--- src/rtl/sysio_pkg.sv ---
package sysio_pkg;

    localparam logic [11:0] PA_SRESET = 12'h092;
    localparam logic [11:0] PA_LIGHT  = 12'h808;
    localparam logic [11:0] PA_EQUIP  = 12'h80C;
    localparam logic [11:0] PA_PWD_A  = 12'h810;
    localparam logic [11:0] PA_PWD_B  = 12'h812;
    localparam logic [11:0] PA_CINV   = 12'h814;
    localparam logic [11:0] PA_KEY    = 12'h818;
    localparam logic [11:0] PA_SYSCTL = 12'h81C;
    localparam logic [11:0] PA_MAPSEL = 12'h850;
    localparam logic [11:0] PA_BOARD  = 12'h852;

    // named bit n sits at value 1 << (7 - n)
    function automatic logic [7:0] named_bit(input int unsigned n);
        return 8'(8'd1 << (7 - n));
    endfunction

    localparam logic [7:0] SRESET_MASK = named_bit(7);
    localparam logic [7:0] LE_REQ_MASK = named_bit(6);
    localparam logic [7:0] SYSCTL_MASK = named_bit(0) | named_bit(1) |
                                         named_bit(2) | named_bit(3);
    localparam logic [7:0] MAPSEL_MASK = named_bit(7);

    typedef enum logic [2:0] {
        SEL_NONE,
        SEL_SRESET,
        SEL_EQUIP,
        SEL_KEY,
        SEL_SYSCTL,
        SEL_MAPSEL,
        SEL_BOARD,
        SEL_WONLY
    } port_sel_e;

    typedef struct packed {
        logic       sreset;
        logic [7:0] sysctl;
        logic       mapsel;
        logic       halt;
    } sysio_state_t;

endpackage

--- src/rtl/sysio_decode.sv ---
module sysio_decode
    import sysio_pkg::*;
#(
    parameter int AW = 12
) (
    input  logic [AW-1:0] addr,
    output port_sel_e     sel
);
    always_comb begin
        sel = SEL_NONE;
        if (addr == AW'(PA_SRESET))      sel = SEL_SRESET;
        else if (addr == AW'(PA_EQUIP))  sel = SEL_EQUIP;
        else if (addr == AW'(PA_KEY))    sel = SEL_KEY;
        else if (addr == AW'(PA_SYSCTL)) sel = SEL_SYSCTL;
        else if (addr == AW'(PA_MAPSEL)) sel = SEL_MAPSEL;
        else if (addr == AW'(PA_BOARD))  sel = SEL_BOARD;
        else if (addr == AW'(PA_LIGHT) || addr == AW'(PA_PWD_A) ||
                 addr == AW'(PA_PWD_B) || addr == AW'(PA_CINV))
            sel = SEL_WONLY;
    end
endmodule

--- src/rtl/sysio_regs.sv ---
module sysio_regs
    import sysio_pkg::*;
#(
    parameter int DW = 8
) (
    input  logic         clk,
    input  logic         rst,
    input  logic         wr,
    input  port_sel_e    sel,
    input  logic [DW-1:0] wdata,
    output sysio_state_t state
);
    sysio_state_t st_d, st_q;

    always_comb begin
        st_d = st_q;
        if (wr) begin
            case (sel)
                SEL_SRESET: begin
                    st_d.sreset = |(wdata[7:0] & SRESET_MASK);
                    if (|(wdata[7:0] & LE_REQ_MASK)) st_d.halt = 1'b1;
                end
                SEL_SYSCTL: st_d.sysctl = wdata[7:0] & SYSCTL_MASK;
                SEL_MAPSEL: st_d.mapsel = |(wdata[7:0] & MAPSEL_MASK);
                default: ;
            endcase
        end
    end

    always_ff @(posedge clk) begin
        if (rst) begin
            st_q.sreset <= 1'b0;
            st_q.sysctl <= 8'h00;
            st_q.mapsel <= 1'b1;
            st_q.halt   <= 1'b0;
        end else begin
            st_q <= st_d;
        end
    end

    assign state = st_q;

    AST_SRESET_WRITE: assert property (@(posedge clk) disable iff (rst)
        (wr && sel == SEL_SRESET) |=> (st_q.sreset == $past(wdata[0])));
    AST_HALT_RAISE: assert property (@(posedge clk) disable iff (rst)
        (wr && sel == SEL_SRESET && wdata[1]) |=> st_q.halt);
    AST_HALT_STICKY: assert property (@(posedge clk) disable iff (rst)
        st_q.halt |=> st_q.halt);
    AST_SYSCTL_MASKED: assert property (@(posedge clk) disable iff (rst)
        (wr && sel == SEL_SYSCTL) |=> (st_q.sysctl == ($past(wdata[7:0]) & 8'hF0)));
    AST_MAPSEL_WRITE: assert property (@(posedge clk) disable iff (rst)
        (wr && sel == SEL_MAPSEL) |=> (st_q.mapsel == $past(wdata[0])));
    AST_OTHER_WRITE_INERT: assert property (@(posedge clk) disable iff (rst)
        (!wr || (sel != SEL_SRESET && sel != SEL_SYSCTL && sel != SEL_MAPSEL))
        |=> $stable(st_q));
endmodule

--- src/rtl/sysio_parity_win.sv ---
module sysio_parity_win #(
    parameter int            AW   = 32,
    parameter int            DW   = 32,
    parameter logic [AW-1:0] BASE = 32'hBFFF_EFF0
) (
    input  logic          rd,
    input  logic [AW-1:0] addr,
    input  logic [2:0]    bytes,
    output logic          ack,
    output logic          fault,
    output logic [DW-1:0] rdata
);
    localparam int unsigned WORD_BYTES = DW / 8;
    localparam int          LSB        = $clog2(WORD_BYTES);

    logic in_win, exact;

    always_comb begin
        in_win = (addr[AW-1:LSB] == BASE[AW-1:LSB]);
        exact  = (addr == BASE) && (bytes == 3'(WORD_BYTES));
        ack    = rd && in_win && exact;
        fault  = rd && in_win && !exact;
        rdata  = '0;
    end
endmodule

--- src/rtl/sysio_regbank.sv ---
module sysio_regbank
    import sysio_pkg::*;
#(
    parameter int            IO_AW    = 12,
    parameter int            DW       = 8,
    parameter int            MEM_AW   = 32,
    parameter int            MEM_DW   = 32,
    parameter logic [MEM_AW-1:0] WIN_BASE = 32'hBFFF_EFF0
) (
    input  logic              clk,
    input  logic              rst,
    input  logic [IO_AW-1:0]  io_addr,
    input  logic              io_rd,
    input  logic              io_wr,
    input  logic [DW-1:0]     io_wdata,
    output logic [DW-1:0]     io_rdata,
    input  logic [DW-1:0]     cfg_equip,
    input  logic [DW-1:0]     cfg_board_id,
    input  logic              mem_rd,
    input  logic [MEM_AW-1:0] mem_addr,
    input  logic [2:0]        mem_bytes,
    output logic [MEM_DW-1:0] mem_rdata,
    output logic              mem_ack,
    output logic              mem_fault,
    output logic              soft_reset_o,
    output logic              io_map_nc_o,
    output logic              err_halt_o
);
    port_sel_e    sel;
    sysio_state_t st;

    sysio_decode #(.AW(IO_AW)) u_decode (
        .addr (io_addr),
        .sel  (sel)
    );

    sysio_regs #(.DW(DW)) u_regs (
        .clk   (clk),
        .rst   (rst),
        .wr    (io_wr),
        .sel   (sel),
        .wdata (io_wdata),
        .state (st)
    );

    sysio_parity_win #(.AW(MEM_AW), .DW(MEM_DW), .BASE(WIN_BASE)) u_win (
        .rd    (mem_rd),
        .addr  (mem_addr),
        .bytes (mem_bytes),
        .ack   (mem_ack),
        .fault (mem_fault),
        .rdata (mem_rdata)
    );

    always_comb begin
        io_rdata = '0;
        if (io_rd) begin
            case (sel)
                SEL_SRESET: io_rdata = DW'(st.sreset);
                SEL_EQUIP:  io_rdata = cfg_equip;
                SEL_KEY:    io_rdata = '0;
                SEL_SYSCTL: io_rdata = DW'(st.sysctl);
                SEL_MAPSEL: io_rdata = DW'(st.mapsel);
                SEL_BOARD:  io_rdata = cfg_board_id;
                default:    io_rdata = '1;
            endcase
        end
    end

    assign soft_reset_o = st.sreset;
    assign io_map_nc_o  = st.mapsel;
    assign err_halt_o   = st.halt;

    AST_IDLE_READ_ZERO: assert property (@(posedge clk) disable iff (rst)
        !io_rd |-> (io_rdata == '0));
    AST_UNDECODED_FF: assert property (@(posedge clk) disable iff (rst)
        (io_rd && (sel == SEL_NONE || sel == SEL_WONLY)) |-> (io_rdata == '1));
    AST_MEM_EXCLUSIVE: assert property (@(posedge clk) disable iff (rst)
        !(mem_ack && mem_fault));
    AST_MEM_ZERO: assert property (@(posedge clk) disable iff (rst)
        mem_ack |-> (mem_rdata == '0));
endmodule

--- config.mk ---
export PLATFORM = sky130hd
export DESIGN_NAME = sysio_regbank
export DESIGN_NICKNAME = d
export VERILOG_FILES = /design/src/rtl/sysio_pkg.sv /design/src/rtl/sysio_decode.sv /design/src/rtl/sysio_regs.sv /design/src/rtl/sysio_parity_win.sv /design/src/rtl/sysio_regbank.sv
export SDC_FILE = /design/constraint.sdc
export NUM_CORES = 1
export LEC_CHECK = 0
export ABC_CLOCK_PERIOD_IN_PS = 4840
export BUFFER_PORTS_ARGS = -buffer_cell sky130_fd_sc_hd__buf_2
export CORE_MARGIN = 5
export CORE_UTILIZATION = 36
export CTS_CLUSTER_DIAMETER = 80
export DETAILED_ROUTE_END_ITERATION = 6
export GPL_TIMING_DRIVEN = 0
export PLACE_DENSITY = 0.86
export SETUP_SLACK_MARGIN = 0.2
export SLEW_MARGIN = 15
export SYNTH_ARGS = -nofsm -noshare
export SYNTH_HDL_FRONTEND = slang
export SYNTH_SLANG_ARGS = --single-unit
--- constraint.sdc ---
create_clock -name clk -period 4.84 [get_ports clk]
set_clock_uncertainty 0.05 [all_clocks]
set_input_delay 0.484 -clock clk [delete_from_list [all_inputs] [get_ports clk]]
set_output_delay 0.484 -clock clk [all_outputs]
set_load 0.02 [all_outputs]
* Word-level counts from Yosys, hierarchy flattened
Index checks and enable logic that the tools add are counted.
W data, S select, Z words.
** Operators by class
- Equality and inequality tests :: 19
- Mux-type cells :: 9
- Reductions and logical operators :: 12
** Operators by type and width (count)
- $eq A12 B12 Y1 const B :: 9
- $pmux W8 S6 :: 1
- $eq A32 B32 Y1 const B :: 1
- $eq A30 B30 Y1 const B :: 1
- $mux W3 :: 7
- $eq A12 B8 Y1 const B :: 1
- $eq A3 B3 Y1 const B :: 4
- $mux W8 :: 1
- $eq A3 B2 Y1 const B :: 2
- $reduce_and A2 Y1 :: 3
- $logic_and A1 B1 Y1 :: 4
- $eq A3 B1 Y1 const B :: 1
- $logic_or A1 B1 Y1 :: 3
- $reduce_and A3 Y1 :: 1
- $logic_not A1 Y1 :: 1
** Storage, ports and cells
- Register bits after elaboration :: 7
- Output and inout bits :: 45

* Longest topological paths before layout
- Depth after elaboration :: 14
- Depth in mapped cells :: 5
- Depth with buffers taken out :: 4

* Hierarchy
From an unflattened synthesis, not the netlist that was laid out.
** Second synthesis, totals
- Cells, all modules :: 152
- Area, all modules :: 1196.1 um^2
** By module, submodules not included
- sysio_regs :: instances 1, cells an instance 38, area each 372.9 um^2, seq. area each 140.1 um^2
- sysio_parity_win :: instances 1, cells an instance 47, area each 354.1 um^2, seq. area each 0.0 um^2
- sysio_regbank :: instances 1, cells an instance 45, area each 297.8 um^2, seq. area each 0.0 um^2
- sysio_decode :: instances 1, cells an instance 22, area each 171.4 um^2, seq. area each 0.0 um^2

* Least setup slack after synthesis
Ideal clock, no wire load.
- Kind :: input port to output port
- From :: input io_addr[9]
- To :: output io_rdata[4]
- Arrival :: 2.044 ns
- Data required time :: 4.306 ns
- Path slack :: 2.262 ns
- Stages on the path :: 5
- Path buffers :: 1
- Cells stage by stage :: or4b_1 -> buf_6 -> nor4_4 -> nand2_1 -> a31oi_1
** On the way
- Longest elaborated chain between the ends :: 14
- Elaborated cells between the ends (all ways) :: 28
- Those cells by class :: eq/ne: 16; mux: 9; reduce/logical: 3
** Ends and longest elaborated chain
- start: declaration :: line sysio_regbank.sv:12 : input logic [IO_AW-1:0] io_addr,
- $eq A12 B12 Y1 :: line sysio_decode.sv:17 : else if (addr == AW'(PA_LIGHT) || addr == AW'(PA_PWD_A) ||
- $logic_or A1 B1 Y1 (2 in series) :: line sysio_decode.sv:17
- $logic_or A1 B1 Y1 :: line sysio_decode.sv:18 : addr == AW'(PA_PWD_B) || addr == AW'(PA_CINV))
- $mux W3 :: line sysio_decode.sv:17
- $mux W3 :: line sysio_decode.sv:16 : else if (addr == AW'(PA_BOARD)) sel = SEL_BOARD;
- $mux W3 :: line sysio_decode.sv:15 : else if (addr == AW'(PA_MAPSEL)) sel = SEL_MAPSEL;
- $mux W3 :: line sysio_decode.sv:14 : else if (addr == AW'(PA_SYSCTL)) sel = SEL_SYSCTL;
- $mux W3 :: line sysio_decode.sv:13 : else if (addr == AW'(PA_KEY)) sel = SEL_KEY;
- $mux W3 :: line sysio_decode.sv:12 : else if (addr == AW'(PA_EQUIP)) sel = SEL_EQUIP;
- $mux W3 (*) :: line sysio_decode.sv:11 : if (addr == AW'(PA_SRESET)) sel = SEL_SRESET;
- $eq A3 B3 Y1, or another cell as far along :: line sysio_regbank.sv:58 : case (sel)
- $pmux W8 S6 (*) :: line sysio_regbank.sv:58
- $mux W8 (*) :: line sysio_regbank.sv:57 : if (io_rd) begin
- end: declaration :: line sysio_regbank.sv:16 : output logic [DW-1:0] io_rdata,
Every way passes the cells marked *; elsewhere a longest branch is shown, timed or not.

* Final worst setup path
- From :: input io_addr[9]
- To :: output io_rdata[1]
Same word-level chain as after synthesis.

==> impl_results.md <==
- Status: completed
- Max stage delay on crit path: around 0.53 ns
- Initial Utilization: 0.3765
- # diodes: 0
- Hold Path Cell Cnt: 2
- Final critical-path share of the clock period: 0.5745
- H-tree levels: 1
- Worst r2r src: u_regs.state[1]$_SDFFE_PP1P_
- Layout Cells excl Fill: 291
- Maximum vdd drop: around 0.00014 V
- Sequential share of power: 0.272
- Power share of the combinational group: 0.478
- Max reg flops: 7
- Reg2reg setup slack: 4.11 ns
- First-pass GRT wire length: around 5.4 mm
- Synthesized flop and latch total: 7
- DRC Markers: 0
- Clock tree buffer depth: 2
- Root Buffer: clkbuf_4
- Clock Sinks: 7
- Largest area contributor in the netlist: buf_4
- Count leader, synth: buf_4
- Most frequent cells after synthesis: buf_4 (32), a21oi_1 (11), nand4_1 (9)
- DP HPWL: between 3 and 4 mm
- Drt wl/cell: roughly 12 um
- Sw power: 75.47 uW
- Yosys warnings: 0
- Setup crit start kind: primary input
- Data required, critical path: around 4.3 ns
- P_int: 136.9 uW
- Asr flop ratio synth: 0
- WP buf/inv: 3
- Via Count: 1349
- CTS Buf Count: 3
- Area growth, synth to finish: 57.95%
- Cts repair resizes: 0
- Met1 usage: 0.1754
- Slew HR: 0.6547
- Largest cells by area after synthesis: buf_4 (23%), dfxtp_1 (13%), nand4_1 (5.4%)
- Worst path slowest cell: or4b_1
- # rows: 19
- Hold Vio Cnt, Final: 0
- Met3 usage: 0.04553
- Critical setup path kind: primary input to output port
- Die area: a little over 0.004 mm^2
- Maximum Capacitance Violations: 0
- Setup Total Neg Slack: 0 ns
- Remaining antenna violation count after routing: 0
- Grt peak-use layer: met2
- Max-slew violation count: 0
- R2r worst-path depth: 1
- DR vias/cell: about 4.6
- Largest net degree at the start of global routing: 11
- Hold_ws: just over 0.4 ns
- Placed Cells: between 200 and 300
- Distinct cell type count after synthesis: 38
- Clk pwr share: 0.250
- Synth Cell Area: about 0.0010 mm^2
- Nets: approximately 340
- Core ar.: 0.002781 mm^2
- Final setup viols: 0
- Leakage power: between 0.0008 and 0.0009 uW
- Top_reg_cell synth: dfxtp_1
- Met2 Usage GRT: 0.2864
- Post-Route WL: between 3 and 4 mm
- RR Endpoint: u_regs.state[1]$_SDFFE_PP1P_
- Crit path time final: about 2.8 ns
- Worst-skew pair later-pin latency: 0.25 ns
- Post-CTS setup buffer count: 0
- RSZ-0062 raised after global routing: false
- Vias in the first global route: between 1000 and 1500
- Worst-path clk slew: roughly 0.050 ns
- Total power: approximately 210 uW
- Power Density: 128.4 mW/mm^2
- Switch share: 0.3554
- Crit Path Max Fanout: 10
- Seq/Total Area, Yosys: 0.1338
- Hold crit path type: flip-flop to flip-flop
- IO Port Bufs: 85
- Cells after Synth: between 100 and 150
- Cell Chain, Critical Path: buf_2 -> or4b_1 -> buf_6 -> nor3_1 -> a22oi_1 -> a21oi_1 -> buf_2
- CTS Hold Bufs: 0
- Share of layout cells above drive strength 1: 0.5077
- Total global routing track utilization: 0.1588
- Hold Path Sink: u_regs.state[0]$_SDFFE_PP0P_
- CTS tree: yes
- Post-synth EDFFs: 0
- Max Fclk: between 0.3 and 0.4 GHz
- DRT iter0 DRCs: 42
- Top delay family on crit path: simple AND/OR/NAND/NOR gates
- Synth top area share: 0.2294
- Die X: 63.94 um
- Avg Cell Area, Syn: ~7.5 um^2
- Initial antenna violation count: 0
- Final GP Congestion: 0.8270
- Ports: between 100 and 150
- Die Y: approximately 64 um
- Worst hold start: u_regs.state[0]$_SDFFE_PP0P_
- Most used cell along the critical path: buf_2
- GRT overflow: 0
- First-pass DRT Iterations: 4
- Crit end category: output port
- Worst slew pin tran: approximately 0.51 ns
- WP data arrival: roughly 2.3 ns
cell type report:
| type | count | area, um^2 |
|---|---|---|
| Fill cell | 273 | 1127 |
| Multi-Input combinational cell | 123 | 734.5 |
| Timing Repair Buffer | 85 | 425.4 |
| Buffer | 36 | 270.3 |
| Sequential cell | 7 | 140.1 |
| Tap cell | 31 | 38.79 |
| Clock buffer | 4 | 26.28 |
| Inverter | 5 | 18.77 |
through the flow:
stage / setup slack, ns / cell area (um^2) / utilization
4_1_cts: 2.022 / 1654 / 0.5947
3_5_place_dp: 2.032 / 1628 / 0.5852
5_1_grt: 1.792 / 1654 / 0.5947
3_3_place_gp: 2.027 / 1628 / 0.5852
6_report: 2.059 / 1654 / 0.5947
2_1_floorplan: 2.262 / 1164 / -
layout by cell type, fill, tap and decap left out, types with 2 or more instances in the layout:
master	netlist	final
nand3_1	5	5
nand4b_1	3	3
dfxtp_1	7	7
clkbuf_1	2	3
a31oi_1	4	4
nor3_1	2	2
and3_1	2	2
buf_4	32	32
buf_6	2	2
or4_4	2	2
clkbuf_4	0	3
inv_1	5	5
or4b_1	2	2
nand4_1	9	9
a32oi_1	3	3
nand3b_1	2	2
a21oi_1	11	11
nand2_1	8	8
nor2_1	7	7
conb_1	1	32
a22oi_1	3	3
or3_1	3	3
nor4_1	5	5
o21ai_1	5	5
buf_2	0	85
routing by layer:
metal / wire, um / vias to the layer above
met4: 41 / 0
li1: - / 705
met1: 1285 / 566
met5: 0 / -
met2: 1737 / 73
met3: 454 / 5
power groups by stage:
stage | sequential [uW] | clock, uW | combinational, uW
3_3_place_gp | 58.9 | 0 | 98.9
4_1_cts | 57.7 | 55.4 | 100
6_report | 57.7 | 53.2 | 101
5_1_grt | 57.6 | 61.0 | 110
2_1_floorplan | 58.9 | 0 | 62.6
3_5_place_dp | 58.9 | 0 | 99.8
kinds of logic after synthesis:
family / after synthesis / share of synthesized area
other: 1 / 0.003581
muxes: 2 / 0.02031
buffers and inverters: 41 / 0.2760
DFF: 7 / 0.1338
AOI/OAI and AO/OA: 31 / 0.2031
and+or+nand+nor: 58 / 0.3632
worst max-delay path by stage:
stage	end	cells after the start	slack [ns]	from
floorplan	io_rdata[4]	5	2.26	io_addr[9]
global placement	io_rdata[3]	7	2.03	io_addr[9]
detailed placement	io_rdata[1]	7	2.03	io_addr[9]
CTS	io_rdata[1]	7	2.02	io_addr[9]
global route	io_rdata[2]	7	1.79	io_addr[9]
finish	io_rdata[1]	7	2.06	io_addr[9]
Power figures use the tool's default switching activity.
